$ cat src/rtl/dac_regif_pkg.sv
package dac_regif_pkg;

    localparam int CODE_W = 10;
    localparam logic [CODE_W-1:0] MID_CODE = {1'b1, {(CODE_W-1){1'b0}}};

    // control register field positions inside host_data
    localparam int SYS_BYTE_BIT = 9;
    localparam int SYS_TWOS_BIT = 8;
    localparam int SYS_SCLR_BIT = 7;
    localparam int SYS_STBY_BIT = 6;
    localparam int SYS_PD_BIT   = 5;
    localparam int CH_SUB_BIT   = 9;
    localparam int CH_STBY_BIT  = 8;
    localparam int CH_CLR_BIT   = 7;
    localparam int CH_BIAS_HI   = 6;
    localparam int CH_BIAS_LO   = 5;
    localparam int REG_SEL_BIT  = 0;   // control: 0 system, 1 channel; byte-mode data: 0 main, 1 sub
    localparam int HALF_BIT     = 1;   // byte-mode data: 0 upper eight bits, 1 lower two bits
    localparam int LO_W         = 2;

    typedef enum logic [1:0] {
        HOST_IDLE    = 2'd0,
        HOST_COMMIT  = 2'd1,
        HOST_RELEASE = 2'd2
    } host_state_e;

    typedef struct packed {
        logic byte_mode;
        logic twos;
        logic sys_stby;
        logic pdown;
    } sys_cfg_t;

    typedef struct packed {
        logic       sub_sel;
        logic       stby;
        logic       clr;
        logic [1:0] bias;
    } ch_cfg_t;

    localparam sys_cfg_t SYS_RESET = '{byte_mode: 1'b0, twos: 1'b0, sys_stby: 1'b1, pdown: 1'b1};
    localparam ch_cfg_t  CH_RESET  = '{sub_sel: 1'b0, stby: 1'b1, clr: 1'b1, bias: 2'b00};

    function automatic logic [CODE_W-1:0] main_clear_code(input logic twos);
        return twos ? MID_CODE : '0;
    endfunction

    function automatic logic [CODE_W-1:0] to_dac_code(input logic [CODE_W-1:0] v, input logic twos);
        return twos ? (v ^ MID_CODE) : v;
    endfunction

endpackage

$ cat src/rtl/dac_regif_host.sv
module dac_regif_host
    import dac_regif_pkg::*;
#(
    parameter int ADDR_W = 3
) (
    input  logic              clk,
    input  logic              rst_n,
    input  logic              cs_n,
    input  logic              wr_n,
    input  logic              ctl,
    input  logic [ADDR_W-1:0] addr,
    input  logic [CODE_W-1:0] data,
    output logic              commit_o,
    output logic              cap_ctl_o,
    output logic [ADDR_W-1:0] cap_addr_o,
    output logic [CODE_W-1:0] cap_data_o
);

    host_state_e state_q, state_d;
    logic        strobe;

    assign strobe = !cs_n && !wr_n;

    // state register
    always_ff @(posedge clk or negedge rst_n) begin
        if (!rst_n) begin
            state_q <= HOST_IDLE;
        end else begin
            state_q <= state_d;
        end
    end

    // next state
    always_comb begin
        state_d = state_q;
        unique case (state_q)
            HOST_IDLE:    if (strobe)  state_d = HOST_COMMIT;
            HOST_COMMIT:  state_d = strobe ? HOST_RELEASE : HOST_IDLE;
            HOST_RELEASE: if (!strobe) state_d = HOST_IDLE;
            default:      state_d = HOST_IDLE;
        endcase
    end

    // outputs
    always_comb begin
        commit_o = (state_q == HOST_COMMIT);
    end

    // bus capture on acceptance
    always_ff @(posedge clk or negedge rst_n) begin
        if (!rst_n) begin
            cap_ctl_o  <= 1'b0;
            cap_addr_o <= '0;
            cap_data_o <= '0;
        end else if (state_q == HOST_IDLE && strobe) begin
            cap_ctl_o  <= ctl;
            cap_addr_o <= addr;
            cap_data_o <= data;
        end
    end

endmodule

$ cat src/rtl/dac_regif_sysreg.sv
module dac_regif_sysreg
    import dac_regif_pkg::*;
(
    input  logic     clk,
    input  logic     rst_n,
    input  logic     wr_en,
    input  sys_cfg_t wr_cfg,
    input  logic     wr_sclr,
    output sys_cfg_t cfg_o,
    output logic     sclr_fire_o
);

    sys_cfg_t cfg_q;

    always_ff @(posedge clk or negedge rst_n) begin
        if (!rst_n) begin
            cfg_q <= SYS_RESET;
        end else if (wr_en) begin
            cfg_q <= wr_cfg;
        end
    end

    // software clear is a one-shot command, never stored
    assign sclr_fire_o = wr_en && wr_sclr;
    assign cfg_o       = cfg_q;

endmodule

$ cat src/rtl/dac_regif_chan.sv
module dac_regif_chan
    import dac_regif_pkg::*;
(
    input  logic              clk,
    input  logic              rst_n,
    input  logic              ctl_we,
    input  ch_cfg_t           ctl_wcfg,
    input  logic              data_we,
    input  logic              byte_mode,
    input  logic [CODE_W-1:0] wdata,
    input  logic              twos,
    input  logic              ldac,
    input  logic              ext_clr,
    input  logic              sw_clr,
    output logic              stby_o,
    output logic [1:0]        bias_o,
    output logic [CODE_W-1:0] main_code_o,
    output logic [CODE_W-1:0] sub_code_o
);

    ch_cfg_t           cfg_q;
    logic [CODE_W-1:0] main_in_q, sub_in_q;
    logic [CODE_W-1:0] main_out_q, sub_out_q;
    logic              tgt_sub;
    logic [CODE_W-1:0] cur_val, load_val, clr_code;

    always_ff @(posedge clk or negedge rst_n) begin
        if (!rst_n) begin
            cfg_q <= CH_RESET;
        end else if (ctl_we) begin
            cfg_q <= ctl_wcfg;
        end
    end

    // target and merged value of a data write
    always_comb begin
        tgt_sub  = byte_mode ? wdata[REG_SEL_BIT] : cfg_q.sub_sel;
        cur_val  = tgt_sub ? sub_in_q : main_in_q;
        load_val = wdata;
        if (byte_mode) begin
            if (wdata[HALF_BIT]) begin
                load_val = {cur_val[CODE_W-1:LO_W], wdata[CODE_W-1 -: LO_W]};
            end else begin
                load_val = {wdata[CODE_W-1:LO_W], cur_val[LO_W-1:0]};
            end
        end
    end

    always_ff @(posedge clk or negedge rst_n) begin
        if (!rst_n) begin
            main_in_q <= '0;
            sub_in_q  <= '0;
        end else if (data_we) begin
            if (tgt_sub) begin
                sub_in_q <= load_val;
            end else begin
                main_in_q <= load_val;
            end
        end
    end

    assign clr_code = main_clear_code(twos);

    // output codes: external clear > software clear > load
    always_ff @(posedge clk or negedge rst_n) begin
        if (!rst_n) begin
            main_out_q <= '0;
            sub_out_q  <= MID_CODE;
        end else if (ext_clr) begin
            main_out_q <= clr_code;
            sub_out_q  <= MID_CODE;
        end else begin
            if (sw_clr) begin
                main_out_q <= clr_code;
            end else if (ldac) begin
                main_out_q <= cfg_q.clr ? clr_code : to_dac_code(main_in_q, twos);
            end
            if (ldac) begin
                sub_out_q <= to_dac_code(sub_in_q, twos);
            end
        end
    end

    assign stby_o      = cfg_q.stby;
    assign bias_o      = cfg_q.bias;
    assign main_code_o = main_out_q;
    assign sub_code_o  = sub_out_q;

endmodule

$ cat src/rtl/dac_regif.sv
module dac_regif
    import dac_regif_pkg::*;
#(
    parameter int ADDR_W = 3,
    parameter int NUM_CH = 1 << ADDR_W
) (
    input  logic                       clk,
    input  logic                       rst_n,
    input  logic                       host_cs_n,
    input  logic                       host_wr_n,
    input  logic                       host_ctl,
    input  logic [ADDR_W-1:0]          host_addr,
    input  logic [CODE_W-1:0]          host_data,
    input  logic                       ldac_n,
    input  logic                       ext_clr_n,
    output logic [NUM_CH*CODE_W-1:0]   main_code_o,
    output logic [NUM_CH*CODE_W-1:0]   sub_code_o,
    output logic [NUM_CH*2-1:0]        bias_sel_o,
    output logic [NUM_CH-1:0]          ch_standby_o,
    output logic                       power_down_o
);

    logic              commit;
    logic              cap_ctl;
    logic [ADDR_W-1:0] cap_addr;
    logic [CODE_W-1:0] cap_data;
    sys_cfg_t          sys_cfg, sys_wcfg;
    ch_cfg_t           ch_wcfg;
    logic              sys_we;
    logic              sclr_fire;
    logic              twos_mode;

    dac_regif_host #(.ADDR_W(ADDR_W)) u_host (
        .clk        (clk),
        .rst_n      (rst_n),
        .cs_n       (host_cs_n),
        .wr_n       (host_wr_n),
        .ctl        (host_ctl),
        .addr       (host_addr),
        .data       (host_data),
        .commit_o   (commit),
        .cap_ctl_o  (cap_ctl),
        .cap_addr_o (cap_addr),
        .cap_data_o (cap_data)
    );

    assign sys_we   = commit && cap_ctl && !cap_data[REG_SEL_BIT];
    assign sys_wcfg = '{byte_mode: cap_data[SYS_BYTE_BIT],
                        twos:      cap_data[SYS_TWOS_BIT],
                        sys_stby:  cap_data[SYS_STBY_BIT],
                        pdown:     cap_data[SYS_PD_BIT]};
    assign ch_wcfg  = '{sub_sel: cap_data[CH_SUB_BIT],
                        stby:    cap_data[CH_STBY_BIT],
                        clr:     cap_data[CH_CLR_BIT],
                        bias:    cap_data[CH_BIAS_HI:CH_BIAS_LO]};

    dac_regif_sysreg u_sys (
        .clk         (clk),
        .rst_n       (rst_n),
        .wr_en       (sys_we),
        .wr_cfg      (sys_wcfg),
        .wr_sclr     (cap_data[SYS_SCLR_BIT]),
        .cfg_o       (sys_cfg),
        .sclr_fire_o (sclr_fire)
    );

    assign twos_mode    = sys_cfg.twos;
    assign power_down_o = sys_cfg.pdown;

    for (genvar i = 0; i < NUM_CH; i++) begin : g_chan
        localparam logic [ADDR_W-1:0] CH_ID = ADDR_W'(i);
        logic hit, ch_stby;

        assign hit = (cap_addr == CH_ID);

        dac_regif_chan u_chan (
            .clk         (clk),
            .rst_n       (rst_n),
            .ctl_we      (commit && cap_ctl && cap_data[REG_SEL_BIT] && hit),
            .ctl_wcfg    (ch_wcfg),
            .data_we     (commit && !cap_ctl && hit),
            .byte_mode   (sys_cfg.byte_mode),
            .wdata       (cap_data),
            .twos        (sys_cfg.twos),
            .ldac        (!ldac_n),
            .ext_clr     (!ext_clr_n),
            .sw_clr      (sclr_fire),
            .stby_o      (ch_stby),
            .bias_o      (bias_sel_o[2*i +: 2]),
            .main_code_o (main_code_o[i*CODE_W +: CODE_W]),
            .sub_code_o  (sub_code_o[i*CODE_W +: CODE_W])
        );

        assign ch_standby_o[i] = sys_cfg.pdown || sys_cfg.sys_stby || ch_stby;
    end

endmodule

$ cat config.mk
export PLATFORM = sky130hd
export DESIGN_NAME = dac_regif
export DESIGN_NICKNAME = d
export VERILOG_FILES = /design/src/rtl/dac_regif_pkg.sv /design/src/rtl/dac_regif_host.sv /design/src/rtl/dac_regif_sysreg.sv /design/src/rtl/dac_regif_chan.sv /design/src/rtl/dac_regif.sv
export SDC_FILE = /design/constraint.sdc
export NUM_CORES = 1
export LEC_CHECK = 0
export ABC_AREA = 0
export BUFFER_PORTS_ARGS = -buffer_cell sky130_fd_sc_hd__buf_2
export CAP_MARGIN = 30
export CORE_ASPECT_RATIO = 1.25
export CORE_MARGIN = 5
export CORE_UTILIZATION = 62
export DETAILED_ROUTE_END_ITERATION = 8
export PLACE_DENSITY = 0.85
export SLEW_MARGIN = 15
export SYNTH_ARGS = -nofsm -noshare
export SYNTH_HDL_FRONTEND = slang
export SYNTH_SLANG_ARGS = --single-unit
$ cat constraint.sdc
create_clock -name clk -period 3.2 [get_ports clk]
set_input_delay 0.48 -clock clk [delete_from_list [all_inputs] [get_ports clk]]
set_output_delay 0.48 -clock clk [all_outputs]
set_load 0.03 [all_outputs]
Word level (Yosys, flattened, before mapping)
Cells that the tools add are included.

storage, ports and cells
  word-level logic and storage cells = 265
  flip-flop bits (word level) = 380
  output and inout bits = 185

operators by class
  reductions and logical operators = 55
  equality and inequality tests = 13
  multiplexer cells = 101
  bitwise gates (word level) = 24

operators with widths
  cell                  count
  $mux W10              89
  $reduce_and A2 Y1     17
  $not A1 Y1            24
  $logic_and A1 B1 Y1   23
  $eq A3 B3 Y1 const B  4
  $logic_or A1 B1 Y1    9
  $mux W1               8
  $eq A3 B2 Y1 const B  2
  $mux W2               3
  $pmux W2 S3           1
  $logic_not A1 Y1      4
  $ne A2 B2 Y1 const B  2
  $eq A3 B1 Y1 const B  1
  $logic_not A3 Y1      1
  $ne A3 B2 Y1 const B  1
  $eq A2 B1 Y1 const B  1
  $eq A2 B2 Y1 const B  1
  $logic_not A2 Y1      1
  $ne A2 B1 Y1 const B  1

Depth between registers and ports, before layout
Gate-level depths: netlist of the first run.

  depth after elaboration = 6
  mapped depth = 7
  gate-level depth less buffers = 3

Hierarchy
Synthesis of the first run repeated with hierarchy kept, for this count alone.

second synthesis, totals
  cells, all modules = 1,151
  area total of the unflattened synthesis = 16,128.0 um^2

modules (own cells, without submodules)
  module            area each (um^2)  cells an instance  sequential area each (um^2)  times used
  dac_regif_chan    1,896.8           134                1,129.8                      8
  dac_regif_host    613.1             35                 400.4                        1
  dac_regif         185.2             35                 0.0                          1
  dac_regif_sysreg  155.1             9                  102.6                        1

Worst setup path before layout of the first run
Ideal clock, no wire load.

  path type = input to register
  start = input port host_wr_n
  end = register u_host.cap_addr_o[2]
  stages = 3
  library setup time = 125 ps
  path slack = 1,416 ps
  arrival = 1,659 ps
  required time = 3,075 ps
  path through = nor4_2 buf_2 mux2_2

between the ends
  longest elaborated chain between the ends = 3

ends and longest elaborated chain
  what                    line                  text
  start: declaration      dac_regif.sv:10       input logic host_wr_n,
  $logic_not A1 Y1        dac_regif_host.sv:22  assign strobe = !cs_n && !wr_n;
  $logic_and A1 B1 Y1     dac_regif_host.sv:22
  $logic_and A1 B1 Y1     dac_regif_host.sv:55  end else if (state_q == HOST_IDLE && strobe) begin
  end signal: assignment  dac_regif_host.sv:57  cap_addr_o <= addr;
  end: declaration        dac_regif_host.sv:15  output logic [ADDR_W-1:0] cap_addr_o,

No other way between the ends.
A chain may end at the register's enable or synchronous reset.

Final worst setup path of the first run
  start = register u_host.cap_data_o[0]
  end = register g_chan[6].u_chan.main_out_q[6]

between the ends
  longest elaborated chain between the ends = 5
  elaborated cells on any way between the ends = 6
  classes of those cells = eq/ne (1); mux (2); reduce/logical (3)

ends and longest elaborated chain
  what                      line                    text
  start: declaration        dac_regif_host.sv:16    output logic [CODE_W-1:0] cap_data_o
  start signal: assignment  dac_regif_host.sv:58    cap_data_o <= data;
  $logic_not A1 Y1 *        dac_regif.sv:47         assign sys_we = commit && cap_ctl && !cap_data[REG_SEL_BIT];
  $logic_and A1 B1 Y1 *     dac_regif.sv:47
  $logic_and A1 B1 Y1 *     dac_regif_sysreg.sv:24  assign sclr_fire_o = wr_en && wr_sclr;
  $mux W10                  dac_regif_chan.sv:73    if (sw_clr) begin
  $mux W10                  dac_regif_chan.sv:69    end else if (ext_clr) begin
  end signal: assignment    dac_regif_chan.sv:70    main_out_q <= clr_code;
  end signal: assignment    dac_regif_chan.sv:74    main_out_q <= clr_code;
  end signal: assignment    dac_regif_chan.sv:76    main_out_q <= cfg_q.clr ? clr_code : to_dac_code(main_in_q, twos);
  end: declaration          dac_regif_chan.sv:23    logic [CODE_W-1:0] main_out_q, sub_out_q;

Mark *: on every way between the ends. The rest lies on a longest branch, timed or not.

==> results of run 1 <==
[placed cells by master, fill, tap and decap left out, types with 10 or more instances in the layout]
| cell type | n |
|---|---|
| o211ai_2 | 14 |
| clkbuf_1 | 14 |
| o2bb2ai_1 | 32 |
| nand4_1 | 16 |
| buf_2 | 205 |
| dfrtp_1 | 354 |
| dfstp_2 | 26 |
| nand3_1 | 17 |
| nand2b_1 | 10 |
| nand2_1 | 20 |
| mux2i_1 | 88 |
| a22oi_1 | 72 |
| mux2_2 | 189 |
| buf_4 | 29 |
| clkbuf_16 | 37 |
| nor2_1 | 155 |
[path summary, 6_finish.rpt]
check                                               from                         endpoint  cells past startpoint  slack (ns)
max                                 u_host.cap_data_o[0]  g_chan[6].u_chan.main_code_o[6]                      4        0.81
max reg2reg                         u_host.cap_data_o[0]  g_chan[6].u_chan.main_code_o[6]                      4        0.81
max in group asynchronous                          rst_n     g_chan[6].u_chan.sub_in_q[8]                      3        1.77
min reg2reg                g_chan[7].u_chan.main_in_q[1]    g_chan[7].u_chan.main_in_q[1]                      1        0.49
min                                            host_cs_n                u_host.state_q[1]                      2        0.17
min in group asynchronous                          rst_n  g_chan[0].u_chan.main_code_o[5]                      2        0.57
[layout make-up]
cell class                      count  area, sq um
Sequential cell                   380         9540
Fill cell                        1580         6550
Multi-Input combinational cell    694         5580
Timing Repair Buffer              243         1400
Clock buffer                       57         1060
Tap cell                          330          413
Clock inverter                      4         23.8
Inverter                            4         15.0
Antenna cell                        3         7.51
[power groups by stage]
stage | clock [W] | sequential [W] | combinational, W
6_report | 0.00399 | 0.00671 | 0.00336
5_1_grt | 0.00424 | 0.00683 | 0.00360
4_1_cts | 0.00403 | 0.00669 | 0.00337
3_5_place_dp | 0 | 0.00677 | 0.00334
3_3_place_gp | 0 | 0.00675 | 0.00321
2_1_floorplan | 0 | 0.00691 | 0.00202
[flip-flops by register name, indices dropped and copies added (netlist names)]
register and count:
g_chan.u_chan.bias_o 16, g_chan.u_chan.cfg_q 16, g_chan.u_chan.main_code_o 80, g_chan.u_chan.main_in_q 80, g_chan.u_chan.stby_o 8, g_chan.u_chan.sub_code_o 80
g_chan.u_chan.sub_in_q 80, u_host.cap_addr_o 3, u_host.cap_ctl_o 1, u_host.cap_data_o 10, u_host.state_q 2, u_sys.cfg_o 4
[what timing repair did]
item                      4_1_cts  5_1_grt
setup buffers                   0        0
hold buffers                    1        0
hold endpoints to repair        6        0
[logic make-up after synthesis]
family          Yosys count
compound gates          142
simple gates            266
flops                   380
mux                     277
buf+inv                 102
xor+xnor                  9
[worst max-delay path, cell delays in order, from the launching register on]
cell and delay (ns):
dfrtp_1 0.65, nand4bb_1 0.56, nor2_4 0.18, buf_4 0.60
nor2_1 0.14
[stage by stage]
stage / setup WS (ns) / std cells / power, W / util
detailed placement: 0.939 / 1649 / 0.0101 / 0.688
finish: 0.806 / 1715 / 0.0141 / 0.734
floorplan: 1.42 / 1176 / 0.00894 / -
global route: 0.695 / 1714 / 0.0147 / 0.734
CTS: 0.900 / 1711 / 0.0141 / 0.733
global placement: 1.00 / 1645 / 0.00996 / 0.687
[routing by layer]
layer / wire [microns] / up-vias / global-route usage
met1: 15400 / 5305 / 0.366
li1: - / 4564 / -
met3: 2570 / 89 / 0.0625
met4: 1280 / 8 / 0.0947
met5: 41 / - / 0
met2: 18800 / 371 / 0.443
==> flow_summary.yaml, run 1 <==
critical_path:
  worst_ep_required_time_ns: 3.56
  cp.arrival_ns: 2.75
  critPathLaunchType: "flip-flop"
  path_class: "reg2reg"
  worst-path-max-fanout: 72
  worst_setup_path_end_kind: "flip-flop"
sta:
  period_needed_ns: 2.39
  hold_viol_final: 0
  post-route-period-util: 0.748
  timing.fmax_mhz: 418
  hold_slack_ns: 0.167
  relSlewSlack: 0.347
  rsz0062_at_grt: "no"
  finalMaxSlewViolations: 0
  setup_viol: 0
  fin_skew_ns: 0.0165
  fin_setup_tns_ns: 0
  worst_slew_pin_slew_ns: 0.980
logic_synthesis:
  synth_top_family_by_area: "multiplexers"
  yosysUniqueCellTypes: 44
  synth_xor_area_frac: 0.00507
  synth_compound_area_frac: 0.0751
  synth_edf_count: 0
  async_reset_ff_frac: 1.00
  yosys.area_share.simple: 0.0823
  syn-cell-area_sq_um: 15600
  ys_warn_count: 0
  ys_seq_area_frac: 0.613
  yosysTopAreaCell: "dfrtp_1"
  synthAdderAreaFrac: 0
  synth_mux_area_frac: 0.193
  ys_top_cells_by_count: "354 x dfrtp_1, 189 x mux2_2, 156 x nor2_1"
  ys_seq_elements: 380
  syn-num-nets: 1196
  ys.flop_type: "dfrtp_1"
  synthTopCellsByArea: "dfrtp_1 57%, mux2_2 14%, mux2i_1 5.7%, dfstp_2 4.4%, nor2_1 3.8%"
  synth_top_area_frac: 0.569
  yosysMostFrequentCell: "dfrtp_1"
  netlist_instances: 1176
  syn_avg_cell_area_sq_um: 13.2
clock_tree:
  cts.sinks: 380
  root_buffer: "clkbuf_16"
  cts_resized: 0
  cts_buffers: 36
  path_clk_slew_ns: 0.07
  htree_levels: 2
  cts_tree: "done"
  clock_path_buffers: 3
  clkLatencyLatePin_ns: 0.52
global_routing:
  grt.total_usage: 0.274
  antenna_found_initial: 6
  grt_pass1_vias: 10700
  grt_overflow: 0
  grt_max_degree: 87
  grt_pass1_wl_microns: 60600
worst_hold_path:
  hp-class: "in2reg"
power_and_ir_drop:
  clkPwrFrac: 0.284
  p_sw_frac: 0.327
  leakage_nw: 9.33
  power_density_nw_per_um2: 779
  p_int_w: 0.00946
  peakVddDrop_uv: 565
  pwr-share-seq: 0.477
  netSwitchingPower_w: 0.00460
  pwr-share-comb: 0.239
routing:
  drc_errors: 0
  drt-initial-drc-count: 688
  wl_per_cell_microns: 22.2
  via_per_inst: 6.03
  vias: 10300
  routed_wl_microns: 38100
  dr.pass1.iters: 5
  antenna_left: 0
floorplan:
  core_sq_um: 24600
  die_w_microns: 152
  die_h_microns: 187
  fp-row-count: 64
  ios: 205
  dieArea_sq_um: 28400
  initial_core_util: 0.633
place:
  gp_congestion: 0.812
  port_buffers: 204
  place_area_sq_um: 16900
  hpwl_microns: 25200
final_layout:
  finalInstanceArea_sq_um: 18000
  area_growth_pct: 15.9
  final_nets: 1379
  drive_gt1_frac: 0.384
run:
  max_cap_violations: 0
status:
  outcome: "completed"
No activity file was read; power rests on OpenSTA's default activity.
==> inputs of run 2 (changes only) <==
--- a/config.mk
+++ b/config.mk
@@ -10,9 +10,9 @@
 export CAP_MARGIN = 30
 export CORE_ASPECT_RATIO = 1.25
 export CORE_MARGIN = 5
-export CORE_UTILIZATION = 62
+export CORE_UTILIZATION = 52
 export DETAILED_ROUTE_END_ITERATION = 8
-export PLACE_DENSITY = 0.85
+export PLACE_DENSITY = 0.76
 export SLEW_MARGIN = 15
 export SYNTH_ARGS = -nofsm -noshare
 export SYNTH_HDL_FRONTEND = slang
==> constraint.sdc (replaced) <==
create_clock -name clk -period 2.1 [get_ports clk]
set_input_delay 0.315 -clock clk [delete_from_list [all_inputs] [get_ports clk]]
set_output_delay 0.315 -clock clk [all_outputs]
set_load 0.03 [all_outputs]
==> run 2 against run 1 <==
Effect of this change: combinational power up 60%; global-route usage down 3.7 points; utilization down 11 points; flip-flop and latch count unchanged; non-clock buffer count up 25; sequential share of layout area down 1.0 points; routed wire length up 4.0%; sequential power up 52%; setup slack worse by 0.71 ns; clock power up 58%; count of clock-buffer cells in the layout up 1.
==> flow_summary.yaml, run 2 (synthesis results as in run 1) <==
clock_tree:
  cts_resized: 0
  htree_levels: 2
  clock_path_buffers: 3
  clkLatencyLatePin_ns: 0.51
  path_clk_slew_ns: 0.06
  cts_buffers: 36
  cts.sinks: 380
  root_buffer: "clkbuf_16"
  cts_tree: "done"
critical_path:
  endpoint: "g_chan[1].u_chan.main_in_q[4]"
  rr_startpoint: "u_host.cap_data_o[0]"
  worst-path-max-fanout: 10
  r2r-end: "g_chan[1].u_chan.main_in_q[4]"
  reg2reg_depth: 4
  max_stage_delay_ns: 0.50
  worst_ep_required_time_ns: 2.49
  cp_slowest_cell: "nor3b_1"
  r2r_slack_ns: 0.1
  cp.arrival_ns: 2.39
  cp-startpoint: "u_host.cap_data_o[0]"
  critPathLaunchType: "flip-flop"
  worst_setup_path_end_kind: "flip-flop"
  crit_chain: "nor3b_1 > buf_4 > o211ai_2 > mux2_2"
  path_class: "reg2reg"
final_layout:
  seq_area_sq_um: 9540
  final_nets: 1404
  multi_input_area_sq_um: 5570
  drive_gt1_frac: 0.392
  final_common_cell: "dfrtp_1"
  final_cell_mix: "354 x dfrtp_1, 206 x buf_2, 189 x mux2_2"
  layout.cells.non_filler: 1807
  area_growth_pct: 18.2
  fillers: 2274
sta:
  timing.fmax_mhz: 499
  relSlewSlack: 0.313
  setup_viol: 0
  worst_slew_pin_slew_ns: 1.03
  post-route-period-util: 0.954
  fin_setup_tns_ns: 0
  fin_skew_ns: 0.0140
  finalMaxSlewViolations: 0
  rsz0062_at_grt: "no"
  period_needed_ns: 2.00
  layout_setup_ws_ns: 0.0968
  hold_viol_final: 0
global_routing:
  grt_pass1_vias: 10900
  antenna_found_initial: 5
  grtUsageMet2: 0.397
  grt_overflow: 0
  grt_pass1_wl_microns: 62200
  grt.busiest_layer: "met2"
  grt_max_degree: 73
  use_met3: 0.0548
  grt.total_usage: 0.237
  global_route.usage.met1: 0.315
place:
  gp_congestion: 0.855
  dp_slack_ns: 0.127
  placed_cells: 1740
  port_buffers: 204
  hpwl_microns: 27000
power_and_ir_drop:
  peakVddDrop_uv: 744
  leakage_nw: 9.48
  power_density_nw_per_um2: 1190
routing:
  wl_per_cell_microns: 21.9
  drc_errors: 0
  vias: 10300
  via_per_inst: 5.68
  drt-initial-drc-count: 835
  antenna_left: 0
  dr.pass1.iters: 5
  routed_wl_microns: 39600
floorplan:
  fp-row-count: 70
  initial_core_util: 0.529
  die_w_microns: 165
  dieArea_sq_um: 33500
  core_sq_um: 29400
  ios: 205
  die_h_microns: 203
run:
  max_cap_violations: 0
worst_hold_path:
  hp-class: "in2reg"
status:
  outcome: "completed"
## run 2: changes by cell type in the layout (fill, tap and decap cells not counted), sizes merged
cell / before / now
dlygate4sd3: 1 / 2
bufinv: 0 / 2
clkbuf: 57 / 58
diode: 3 / 2
inv: 4 / 3
buf: 242 / 266
## run 2: routing by layer
metal,part of all wire,up-vias
li1,-,4609
met1,0.41,5311
met2,0.51,279
met3,0.059,62
met4,0.020,8
met5,0.0011,-
## run 2: worst min path at each step
stage	from	endpoint	slack, ns	cells after the start
2_1_floorplan	rst_n	g_chan[0].u_chan.bias_o[0]	0.02	0
3_3_place_gp	rst_n	g_chan[0].u_chan.main_code_o[7]	0.26	1
3_5_place_dp	rst_n	g_chan[0].u_chan.main_code_o[6]	0.26	1
4_1_cts	host_wr_n	u_host.state_q[1]	0.004	2
5_1_grt	host_cs_n	u_host.state_q[1]	0.02	2
6_report	host_wr_n	u_host.state_q[1]	0.02	2
## run 2: area by class of cell
| cell class | count | area share |
|---|---|---|
| Inverter | 4 | 0.000816 |
| Clock inverter | 5 | 0.00428 |
| Sequential cell | 380 | 0.519 |
| Multi-Input combinational cell | 694 | 0.303 |
| Timing Repair Buffer | 268 | 0.0888 |
| Tap cell | 396 | 0.0269 |
| Antenna cell | 2 | 0.000272 |
| Clock buffer | 58 | 0.0573 |
## run 2: what timing repair did
action,CTS,global route
setup buffers,0,0
hold buffers,2,0
hold endpoints to repair,40,0
## run 2: critical path, delay by kind of cell, from the launching register on
| kind | cells | cell delay (ns) |
|---|---|---|
| compound gates | 1 | 0.27 |
| buf+inv | 1 | 0.27 |
| flops | 1 | 0.48 |
| mux | 1 | 0.37 |
| simple gates | 1 | 0.50 |
## run 2: report_power, final
group	leakage [nW]	total (W)	internal, W	switching (W)
Sequential	5.07	0.0102	0.00894	0.00122
Clock	0.551	0.00632	0.00368	0.00264
Combinational	3.86	0.00536	0.00210	0.00325
Total	9.48	0.0218	0.0147	0.00711
## run 2: stage by stage
step | util | total power (W) | instance area, sq um | hold WS [ns]
finish | 0.625 | 0.0218 | 18400 | 0.0188
global route | 0.625 | 0.0228 | 18400 | 0.0197
CTS | 0.625 | 0.0220 | 18400 | 0.00443
global placement | 0.585 | 0.0154 | 17200 | 0.259
floorplan | - | 0.0136 | 15600 | 0.0194
detailed placement | 0.586 | 0.0156 | 17200 | 0.262
==> inputs of run 3 (changes only) <==
--- a/config.mk
+++ b/config.mk
@@ -6,12 +6,13 @@
 export NUM_CORES = 1
 export LEC_CHECK = 0
 export ABC_AREA = 0
-export BUFFER_PORTS_ARGS = -buffer_cell sky130_fd_sc_hd__buf_2
+export BUFFER_PORTS_ARGS = -buffer_cell sky130_fd_sc_hd__buf_4
 export CAP_MARGIN = 30
 export CORE_ASPECT_RATIO = 1.25
 export CORE_MARGIN = 5
 export CORE_UTILIZATION = 52
 export DETAILED_ROUTE_END_ITERATION = 8
+export GPL_TIMING_DRIVEN = 0
 export PLACE_DENSITY = 0.76
 export SLEW_MARGIN = 15
 export SYNTH_ARGS = -nofsm -noshare
==> run 3 against run 2 <==
Effect of this change: count of clock-buffer cells in the layout is 5 lower; design area is 4.9% higher; cell count is 3.0% higher; power is 6.3% higher; utilization is 3.1 points higher; worst hold slack better by 0.0028 ns; non-clock buffer count is 51 higher; critical endpoint is now g_chan[5].u_chan.sub_in_q[0]; clock power is 13% higher.
==> flow_summary.yaml, run 3 (synthesis results as in run 1) <==
routing:
  drc_errors: 0
  drt-initial-drc-count: 612
  vias: 10600
  routed_wl_microns: 41600
  via_per_inst: 5.70
  wl_per_cell_microns: 22.3
  dr.pass1.iters: 5
  antenna_left: 0
final_layout:
  final_cell_mix: "353 x dfrtp_1, 226 x buf_4, 189 x mux2_2"
  drive_gt1_frac: 0.403
  final_nets: 1456
  final_common_cell: "dfrtp_1"
  antenna_cells: 0
  area_growth_pct: 24.0
  finish.utilization: 0.656
clock_tree:
  root_buffer: "clkbuf_16"
  clkLatencyLatePin_ns: 0.53
  htree_levels: 2
  clock_path_buffers: 3
  cts.sinks: 380
  cts_buffers: 37
  path_clk_slew_ns: 0.07
  cts_tree: "done"
sta:
  hold_viol_final: 0
  hold_slack_ns: 0.0216
  finalMaxSlewViolations: 0
  fin_skew_ns: 0.0169
  relSlewSlack: 0.310
  layout_setup_ws_ns: 0.0650
  timing.fmax_mhz: 491
  period_needed_ns: 2.04
  worst_slew_pin_slew_ns: 1.03
  setup_viol: 0
  post-route-period-util: 0.969
status:
  outcome: "completed"
floorplan:
  die_h_microns: 203
  fp-row-count: 70
  core_sq_um: 29400
  dieArea_sq_um: 33500
  die_w_microns: 165
  initial_core_util: 0.529
  ios: 205
worst_hold_path:
  hp-class: "in2reg"
critical_path:
  worst-path-max-fanout: 10
  worst_setup_path_end_kind: "flip-flop"
  critPathLaunchType: "flip-flop"
  path_class: "reg2reg"
  path_buf_inv: 3
  worst_ep_required_time_ns: 2.50
  cpLargestDelayFamily: "buffers and inverters"
  r2r_slack_ns: 0.06
  crit_chain: "and3b_1 > buf_2 > buf_4 > clkbuf_4 > nand4_1 > o2bb2ai_1"
  max_stage_delay_ns: 0.51
  cp.arrival_ns: 2.44
  cp_slowest_cell: "dfrtp_1"
place:
  dp_slack_ns: -0.447
  hpwl_microns: 28500
  port_buffers: 203
  gp_congestion: 0.911
run:
  max_cap_violations: 0
global_routing:
  antenna_found_initial: 0
  grt_pass1_vias: 11100
  grt_pass1_wl_microns: 64800
  grt_max_degree: 103
  grt.total_usage: 0.249
  grt_overflow: 0
power_and_ir_drop:
  power_density_nw_per_um2: 1200
  peakVddDrop_uv: 830
  leakage_nw: 9.70
## run 3: layout make-up
type | count | area, sq um
Buffer | 96 | 480
Clock buffer | 53 | 1120
Clock inverter | 15 | 218
Fill cell | 2253 | 10100
Inverter | 4 | 15.0
Multi-Input combinational cell | 694 | 5670
Sequential cell | 380 | 9540
Tap cell | 396 | 495
Timing Repair Buffer | 223 | 1760
## run 3: worst reg2reg max path, delay by kind of cell (launching register included)
family	cells	cell delay, ns
buffers and inverters	3	0.77
DFF	1	0.51
and+or+nand+nor	2	0.46
AOI/OAI and AO/OA	1	0.18
## run 3: repair_timing
action	in CTS	in global routing
hold endpoints to repair	57	0
gates resized for setup	19	21
hold buffers	3	0
endpoints found under the setup margin	166	221
buffers inserted	0	5
pin swaps	1	2
## run 3: where the power goes
part	switching (W)	internal, W
clock	0.00281	0.00435
sequential	0.00118	0.00894
combinational	0.00348	0.00247
## run 3: per-stage QoR
step | TNS, ns | cells | instance area, sq um | total power, W
after floorplan | 0 | 1176 | 15600 | 0.0136
after global placement | -1052.11 | 1775 | 17600 | 0.0158
after detailed placement | -37.20 | 1785 | 17700 | 0.0160
after CTS | -1.64 | 1856 | 19200 | 0.0233
after global routing | -0.0202 | 1861 | 19300 | 0.0242
final | 0 | 1861 | 19300 | 0.0232
## run 3: path summary, 6_finish.rpt
check / end / cells past startpoint / start
max in group asynchronous: u_host.cap_ctl_o / 4 / rst_n
min in group asynchronous: g_chan[0].u_chan.main_code_o[4] / 2 / rst_n
min: u_host.cap_data_o[9] / 2 / host_data[9]
min reg2reg: g_chan[1].u_chan.sub_in_q[1] / 1 / g_chan[1].u_chan.sub_in_q[1]
max: g_chan[5].u_chan.sub_in_q[0] / 6 / u_host.state_q[1]
max reg2reg: g_chan[5].u_chan.sub_in_q[0] / 6 / u_host.state_q[1]
## run 3: routing by layer
layer / wire [microns] / global-route usage
met1: 16200 / 0.321
met2: 20900 / 0.419
met3: 2440 / 0.0455
met4: 1970 / 0.0993
met5: 0 / 0
